**config.mk**
```make
export PLATFORM = sky130hd
export DESIGN_NAME = usb_pwrup_seq
export DESIGN_NICKNAME = d
export VERILOG_FILES = /design/src/rtl/usb_pwrup_pkg.sv /design/src/rtl/usb_div_pick.sv /design/src/rtl/usb_refclk_lut.sv /design/src/rtl/usb_wait_timer.sv /design/src/rtl/usb_pwrup_seq.sv
export SDC_FILE = /design/constraint.sdc
export NUM_CORES = 1
export LEC_CHECK = 0
export ABC_CLOCK_PERIOD_IN_PS = 4400
export BUFFER_PORTS_ARGS = -buffer_cell sky130_fd_sc_hd__buf_2
export CORE_MARGIN = 2
export CORE_UTILIZATION = 55
export DETAILED_ROUTE_END_ITERATION = 10
export GPL_TIMING_DRIVEN = 0
export PLACE_DENSITY = 0.81
export SETUP_SLACK_MARGIN = 0.02
export SLEW_MARGIN = 0
export SYNTH_ARGS = -nofsm -noshare
export SYNTH_HDL_FRONTEND = slang
export SYNTH_SLANG_ARGS = --single-unit
```
**constraint.sdc**
```tcl
create_clock -name clk -period 4.4 [get_ports clk]
set_input_delay 0.88 -clock clk [delete_from_list [all_inputs] [get_ports clk]]
set_output_delay 0.88 -clock clk [all_outputs]
set_load 0.005 [all_outputs]
```
**src/rtl/usb_pwrup_pkg.sv**
```systemverilog
package usb_pwrup_pkg;

    localparam int DIV_W  = 3;
    localparam int SRC_W  = 2;
    localparam int RATE_W = 2;
    localparam int FSEL_W = 6;
    localparam int MULT_W = 7;

    typedef enum logic [3:0] {
        ST_IDLE, ST_RST, ST_DIVRST, ST_DIVSEL, ST_CHECK,
        ST_REFCFG, ST_W_CTL, ST_W_HC, ST_W_IF, ST_FIN
    } seq_st_e;

    typedef struct packed {
        logic              phy_rst;
        logic              hc_rst;
        logic              ctl_rst;
        logic              div_rst;
        logic [DIV_W-1:0]  div_sel;
        logic              hclk_en;
        logic [SRC_W-1:0]  ref_src;
        logic [FSEL_W-1:0] fsel;
        logic [MULT_W-1:0] mult;
        logic              ssc_en;
        logic              ssp_en;
        logic              hs_pwr;
        logic              ss_pwr;
        logic              if_clk_en;
        logic              role_dev;
    } ctl_word_t;

endpackage

```
**src/rtl/usb_div_pick.sv**
```systemverilog
module usb_div_pick #(
    parameter int MHZ_W  = 14,
    parameter int LO_MHZ = 150,
    parameter int HI_MHZ = 300
) (
    input  logic [MHZ_W-1:0]                mhz_i,
    output logic [usb_pwrup_pkg::DIV_W-1:0] sel_o
);
    localparam int NDIV = 1 << usb_pwrup_pkg::DIV_W;

    function automatic int ratio_f(input int k);
        case (k)
            0: ratio_f = 1;
            1: ratio_f = 2;
            2: ratio_f = 4;
            3: ratio_f = 6;
            4: ratio_f = 8;
            5: ratio_f = 16;
            6: ratio_f = 24;
            default: ratio_f = 32;
        endcase
    endfunction

    logic [31:0]     mhz_ext;
    logic [NDIV-1:0] hit;

    assign mhz_ext = 32'(mhz_i);

    for (genvar g = 0; g < NDIV; g++) begin : g_win
        localparam logic [31:0] LO = 32'(LO_MHZ * ratio_f(g));
        localparam logic [31:0] HI = 32'(HI_MHZ * ratio_f(g));
        assign hit[g] = (mhz_ext >= LO) && (mhz_ext <= HI);
    end

    always_comb begin
        sel_o = usb_pwrup_pkg::DIV_W'(NDIV - 1);
        for (int k = NDIV - 1; k >= 0; k--) begin
            if (hit[k]) sel_o = usb_pwrup_pkg::DIV_W'(k);
        end
    end

    always_comb begin
        if (hit[sel_o] == 1'b0) begin
            AST_NOHIT_MAX: assert (hit == '0 && sel_o == usb_pwrup_pkg::DIV_W'(NDIV - 1));
        end
    end
endmodule

```
**src/rtl/usb_refclk_lut.sv**
```systemverilog
module usb_refclk_lut (
    input  logic [usb_pwrup_pkg::RATE_W-1:0] rate_i,
    input  logic [usb_pwrup_pkg::SRC_W-1:0]  src_i,
    output logic [usb_pwrup_pkg::MULT_W-1:0] mult_o,
    output logic [usb_pwrup_pkg::FSEL_W-1:0] fsel_o
);
    logic is_100;

    always_comb begin
        is_100 = 1'b0;
        case (rate_i)
            2'd1:    mult_o = 7'h32;
            2'd2:    mult_o = 7'h28;
            default: begin
                mult_o = 7'h19;
                is_100 = 1'b1;
            end
        endcase
        fsel_o = (is_100 && src_i < 2'd2) ? 6'h27 : 6'h07;
    end
endmodule

```
**src/rtl/usb_wait_timer.sv**
```systemverilog
module usb_wait_timer #(
    parameter int WAIT_CYC = 10
) (
    input  logic clk,
    input  logic rst_n,
    input  logic run_i,
    output logic tick_o
);
    localparam int CW = (WAIT_CYC > 1) ? $clog2(WAIT_CYC) : 1;
    localparam logic [CW-1:0] LAST = CW'(WAIT_CYC - 1);

    logic [CW-1:0] cnt_d, cnt_q;

    always_comb begin
        tick_o = run_i && (cnt_q == LAST);
        cnt_d  = (!run_i || tick_o) ? '0 : cnt_q + 1'b1;
    end

    always_ff @(posedge clk or negedge rst_n) begin
        if (!rst_n) cnt_q <= '0;
        else        cnt_q <= cnt_d;
    end

    AST_CNT_RANGE: assert property (@(posedge clk) disable iff (!rst_n)
        cnt_q <= LAST);
endmodule

```
**src/rtl/usb_pwrup_seq.sv**
```systemverilog
module usb_pwrup_seq #(
    parameter int MHZ_W    = 14,
    parameter int WAIT_CYC = 10
) (
    input  logic             clk,
    input  logic             rst_n,
    input  logic             start_i,
    input  logic [1:0]       rate_code_i,
    input  logic [1:0]       src_sel_i,
    input  logic [MHZ_W-1:0] in_mhz_i,
    input  logic [2:0]       div_sel_rb_i,
    input  logic             div_en_rb_i,
    output logic             phy_rst_o,
    output logic             hc_rst_o,
    output logic             ctl_rst_o,
    output logic             div_rst_o,
    output logic [2:0]       div_sel_o,
    output logic             hclk_en_o,
    output logic [1:0]       ref_src_o,
    output logic [5:0]       fsel_o,
    output logic [6:0]       mult_o,
    output logic             ssc_en_o,
    output logic             ssp_ref_en_o,
    output logic             hs_pwr_o,
    output logic             ss_pwr_o,
    output logic             if_clk_en_o,
    output logic             role_dev_o,
    output logic             done_o,
    output logic             err_o
);
    import usb_pwrup_pkg::*;

    typedef struct packed {
        seq_st_e           st;
        ctl_word_t         ctl;
        logic              done;
        logic              err;
        logic [RATE_W-1:0] rate;
        logic [SRC_W-1:0]  src;
        logic [MHZ_W-1:0]  mhz;
    } seq_t;

    seq_t d, q;

    logic [DIV_W-1:0]  pick_sel;
    logic [MULT_W-1:0] lut_mult;
    logic [FSEL_W-1:0] lut_fsel;
    logic              wait_run;
    logic              wait_tick;

    usb_div_pick #(.MHZ_W(MHZ_W)) u_pick (
        .mhz_i (q.mhz),
        .sel_o (pick_sel)
    );

    usb_refclk_lut u_lut (
        .rate_i (q.rate),
        .src_i  (q.src),
        .mult_o (lut_mult),
        .fsel_o (lut_fsel)
    );

    assign wait_run = (q.st == ST_W_CTL) || (q.st == ST_W_HC) || (q.st == ST_W_IF);

    usb_wait_timer #(.WAIT_CYC(WAIT_CYC)) u_wait (
        .clk    (clk),
        .rst_n  (rst_n),
        .run_i  (wait_run),
        .tick_o (wait_tick)
    );

    always_comb begin
        d = q;
        case (q.st)
            ST_IDLE: if (start_i) begin
                d.st   = ST_RST;
                d.done = 1'b0;
                d.err  = 1'b0;
                d.rate = rate_code_i;
                d.src  = src_sel_i;
                d.mhz  = in_mhz_i;
            end
            ST_RST: begin
                d.ctl.phy_rst = 1'b1;
                d.ctl.hc_rst  = 1'b1;
                d.ctl.ctl_rst = 1'b1;
                d.st          = ST_DIVRST;
            end
            ST_DIVRST: begin
                d.ctl.div_rst = 1'b1;
                d.st          = ST_DIVSEL;
            end
            ST_DIVSEL: begin
                d.ctl.div_sel = pick_sel;
                d.ctl.hclk_en = 1'b1;
                d.st          = ST_CHECK;
            end
            ST_CHECK: begin
                if ((div_sel_rb_i != q.ctl.div_sel) || !div_en_rb_i) begin
                    d.err = 1'b1;
                    d.st  = ST_IDLE;
                end else begin
                    d.ctl.div_rst = 1'b0;
                    d.st          = ST_REFCFG;
                end
            end
            ST_REFCFG: begin
                d.ctl.ref_src = q.src;
                d.ctl.fsel    = lut_fsel;
                d.ctl.mult    = lut_mult;
                d.ctl.ssc_en  = 1'b1;
                d.ctl.ssp_en  = 1'b1;
                d.ctl.hs_pwr  = 1'b1;
                d.ctl.ss_pwr  = 1'b1;
                d.st          = ST_W_CTL;
            end
            ST_W_CTL: if (wait_tick) begin
                d.ctl.ctl_rst = 1'b0;
                d.st          = ST_W_HC;
            end
            ST_W_HC: if (wait_tick) begin
                d.ctl.hc_rst = 1'b0;
                d.st         = ST_W_IF;
            end
            ST_W_IF: if (wait_tick) begin
                d.ctl.if_clk_en = 1'b1;
                d.ctl.role_dev  = 1'b0;
                d.st            = ST_FIN;
            end
            ST_FIN: begin
                d.ctl.phy_rst = 1'b0;
                d.done        = 1'b1;
                d.st          = ST_IDLE;
            end
            default: d.st = ST_IDLE;
        endcase
    end

    always_ff @(posedge clk or negedge rst_n) begin
        if (!rst_n) begin
            q              <= '0;
            q.st           <= ST_IDLE;
            q.ctl.role_dev <= 1'b1;
        end else begin
            q <= d;
        end
    end

    assign phy_rst_o    = q.ctl.phy_rst;
    assign hc_rst_o     = q.ctl.hc_rst;
    assign ctl_rst_o    = q.ctl.ctl_rst;
    assign div_rst_o    = q.ctl.div_rst;
    assign div_sel_o    = q.ctl.div_sel;
    assign hclk_en_o    = q.ctl.hclk_en;
    assign ref_src_o    = q.ctl.ref_src;
    assign fsel_o       = q.ctl.fsel;
    assign mult_o       = q.ctl.mult;
    assign ssc_en_o     = q.ctl.ssc_en;
    assign ssp_ref_en_o = q.ctl.ssp_en;
    assign hs_pwr_o     = q.ctl.hs_pwr;
    assign ss_pwr_o     = q.ctl.ss_pwr;
    assign if_clk_en_o  = q.ctl.if_clk_en;
    assign role_dev_o   = q.ctl.role_dev;
    assign done_o       = q.done;
    assign err_o        = q.err;

    AST_DONE_ERR_EXCL: assert property (@(posedge clk) disable iff (!rst_n)
        !(q.done && q.err));
    AST_DIVRST_AFTER_CHECK: assert property (@(posedge clk) disable iff (!rst_n)
        $fell(q.ctl.div_rst) |-> ($past(q.st) == ST_CHECK) && q.ctl.hclk_en);
    AST_HC_AFTER_CTL: assert property (@(posedge clk) disable iff (!rst_n)
        $fell(q.ctl.hc_rst) |-> !q.ctl.ctl_rst && q.ctl.ss_pwr);
    AST_DONE_STATE: assert property (@(posedge clk) disable iff (!rst_n)
        $rose(q.done) |-> !q.ctl.phy_rst && !q.ctl.role_dev && q.ctl.if_clk_en);
    AST_ERR_HOLD: assert property (@(posedge clk) disable iff (!rst_n)
        (q.err && !start_i) |=> q.err && $stable(q.ctl));
    AST_CFG_HOLD: assert property (@(posedge clk) disable iff (!rst_n)
        (q.st != ST_IDLE) |=> $stable(q.mhz) && $stable(q.rate));
endmodule

```
==> run metrics <==
drt pass-1 iters=4; vias in the first global route=1928; Hold Path Class=flip-flop to flip-flop; synthesis warning total=0; Area after DPL=3037 µm²; hold_buf cts=0; clk slew on worst S/H paths=0.09 ns; placed cell count=386; Max transition margin=33.68%; Finished Layout Cells=393; power per cell area=approximately 640 nW/µm²; clock net sink count=47; clock root cell=clkbuf_8; Slew @ Worst Pin=~0.99 ns; post-CTS sizing=0; Period Utilization, post-route=47.07%; CTS tree=built; number of core rows=25; Max Freq=482.9 MHz; register bit total from synthesis=47; synth unique cells=52; num ports=56; # nets final=356; GPL Wtd Cong=about 0.9; Max-Cap Viols=0; largest net degree at the start of global routing=48; Die Span Y=73.89 µm; setup TNS=0 ns; cells after synthesis=265; most common cell after layout, fill and taps aside=buf_2; kind of critical path=flip-flop to flip-flop; 1st-iter DRT viols=155; Total GRT Usage=20.20%; Final setup viols=0; most frequent cells in the layout=buf_2, dfrtp_1, mux2_2, buf_4, a21oi_1; Max Buffers Root-to-Sink=2; Die ar.=5459 µm²; unrepaired setup endpoints after global routing=false; Core Box Area=4723 µm²; Mapped Area=~2700 µm²; Post-synth EDFFs=0; status=finished clean; FF-to-FF End=q[15]; antenna-violating nets left=0; Synth Flop Type=dfrtp_1; beginning of the worst register-to-register path=q[50]; chip width=around 74 µm; Worst-Skew Late Latency=0.30 ns; dpl hpwl=a little under 4000 µm; worst hold margin=0.4681 ns; routed wire length=5041 µm; port buffer count=between 50 and 60; Remaining DRCs=0; Req. time, crit path=approximately 4.6 ns; Critical Path Fanout Max=10; n_diodes=0; Static Leak=~0.0014 µW; via count=2088; Finished Cell Area=roughly 3100 µm²; max-slew violations=0; register area share after synthesis=between 40% and 50%; WL/cell=12.83 µm; Starting Density=between 50% and 60%; CTS Buf Count=5; Fin Clk Skew=0.01043 ns; Pwr Total=roughly 2000 µW; fin crit period=2.071 ns; P&R area growth vs syn=16.30%; Post-CTS Setup Bufs=0; # H-tree levels=2; first-pass GRT wire length=8611 µm; Post-Syn Area per Cell=10.14 µm²; nature of the critical path startpoint=flip-flop; Post-synth ARST share=100.0%; CP Capture Point=q[15]; grt ovf=0; vias per cell=5.313; VDD IR max=352.4 µV; CP Launch Point=q[50]; CP arrival=about 2.3 ns; layout cells sized above 1=36.81%; initial antenna violation count=0; CP Capture Type=flip-flop; R2R depth=4; Fin. Hold Viols=0; reg-to-reg setup timing slack=2.33 ns
worst max-delay path, cell delays in order, from the launching register on:
cell,delay (ns)
dfrtp_1,0.44
nor2_1,0.34
nand3_1,0.44
clkbuf_1,0.38
mux2_2,0.34
cell type report:
type | instances | area (µm²)
flip-flops and latches | 47 | 1177
plain buffers | 36 | 285.3
repair buffers | 51 | 255.2
clock buffers | 6 | 82.58
clock inverters | 1 | 5.005
well taps | 67 | 83.83
fillers | 378 | 1599
inverters | 9 | 33.78
multi-input cells | 176 | 1201
power breakdown:
part	switching, µW	internal [µW]	leakage, µW
registers	148	606	0.000564
clock network	134	123	0.0000470
logic	473	503	0.000820
registers in the layout (all words and copies together) (netlist names), 2 cells and up:
register and cells:
u_wait.cnt_q 4, fsel_o 2, mult_o 5, div_sel_o 3, ref_src_o 2, q 22
worst min-delay path by stage:
stage / startpoint / end / slack [ns] / depth (start not counted)
finish: if_clk_en_o / if_clk_en_o / 0.47 / 1
global placement: if_clk_en_o / if_clk_en_o / 0.45 / 1
floorplan: fsel_o[5] / fsel_o[5] / 0.45 / 2
CTS: hclk_en_o / hclk_en_o / 0.48 / 1
detailed placement: hclk_en_o / hclk_en_o / 0.45 / 1
global route: hclk_en_o / hclk_en_o / 0.49 / 1
through the flow:
step | utilization (%) | setup WS (ns)
2_1_floorplan | - | 2.431
3_3_place_gp | 64.29 | 2.055
3_5_place_dp | 64.29 | 2.035
4_1_cts | 66.15 | 2.299
5_1_grt | 66.15 | 2.159
6_report | 66.15 | 2.329
metal layers:
metal	part of all wire, %	wire, µm	track usage (%)	vias to the layer above
met2	46	2344	32.04	77
met5	0	0	0	-
met3	6.1	310	4.664	10
li1	-	-	-	1039
met1	46	2319	27.27	962
met4	1.3	66	6.667	0
Yosys cell counts (2+ instances only):
master | count | area, µm²
a211o_1 | 3 | 26.28
a21oi_1 | 18 | 90.09
a22o_1 | 2 | 17.52
a31oi_1 | 4 | 25.02
a32o_1 | 3 | 30.03
and2_1 | 2 | 12.51
and3_2 | 2 | 15.01
buf_2 | 2 | 10.01
buf_4 | 22 | 165.2
buf_6 | 6 | 67.56
clkbuf_1 | 4 | 15.01
clkbuf_8 | 2 | 27.53
dfrtp_1 | 46 | 1151
ha_1 | 5 | 62.56
inv_1 | 9 | 33.78
mux2_2 | 22 | 247.7
nand2_1 | 17 | 63.81
nand2b_1 | 5 | 31.28
nand3_1 | 11 | 55.05
nand3b_1 | 2 | 15.01
nand4_1 | 3 | 18.77
nor2_1 | 13 | 48.80
nor2b_1 | 2 | 12.51
nor3_1 | 7 | 35.03
nor4_1 | 4 | 25.02
o211ai_1 | 2 | 15.01
o21ai_0 | 17 | 85.08
or3_1 | 3 | 18.77
xor2_1 | 4 | 35.03
cell families (layout without fill, tap and decap cells):
kind of cell / Yosys count / count (layout) / share of synthesized area, %
AOI/OAI and AO/OA: 60 / 60 / 14.86
xor gates and xnor gates: 5 / 5 / 1.630
adders and majority gates: 6 / 6 / 2.701
buffers and inverters: 45 / 103 / 11.88
DFF: 47 / 47 / 43.83
muxes: 22 / 22 / 9.222
other: 1 / 4 / 0.1396
and+or+nand+nor: 79 / 79 / 15.74
Note: power is estimated with default switching activity, not from simulation.
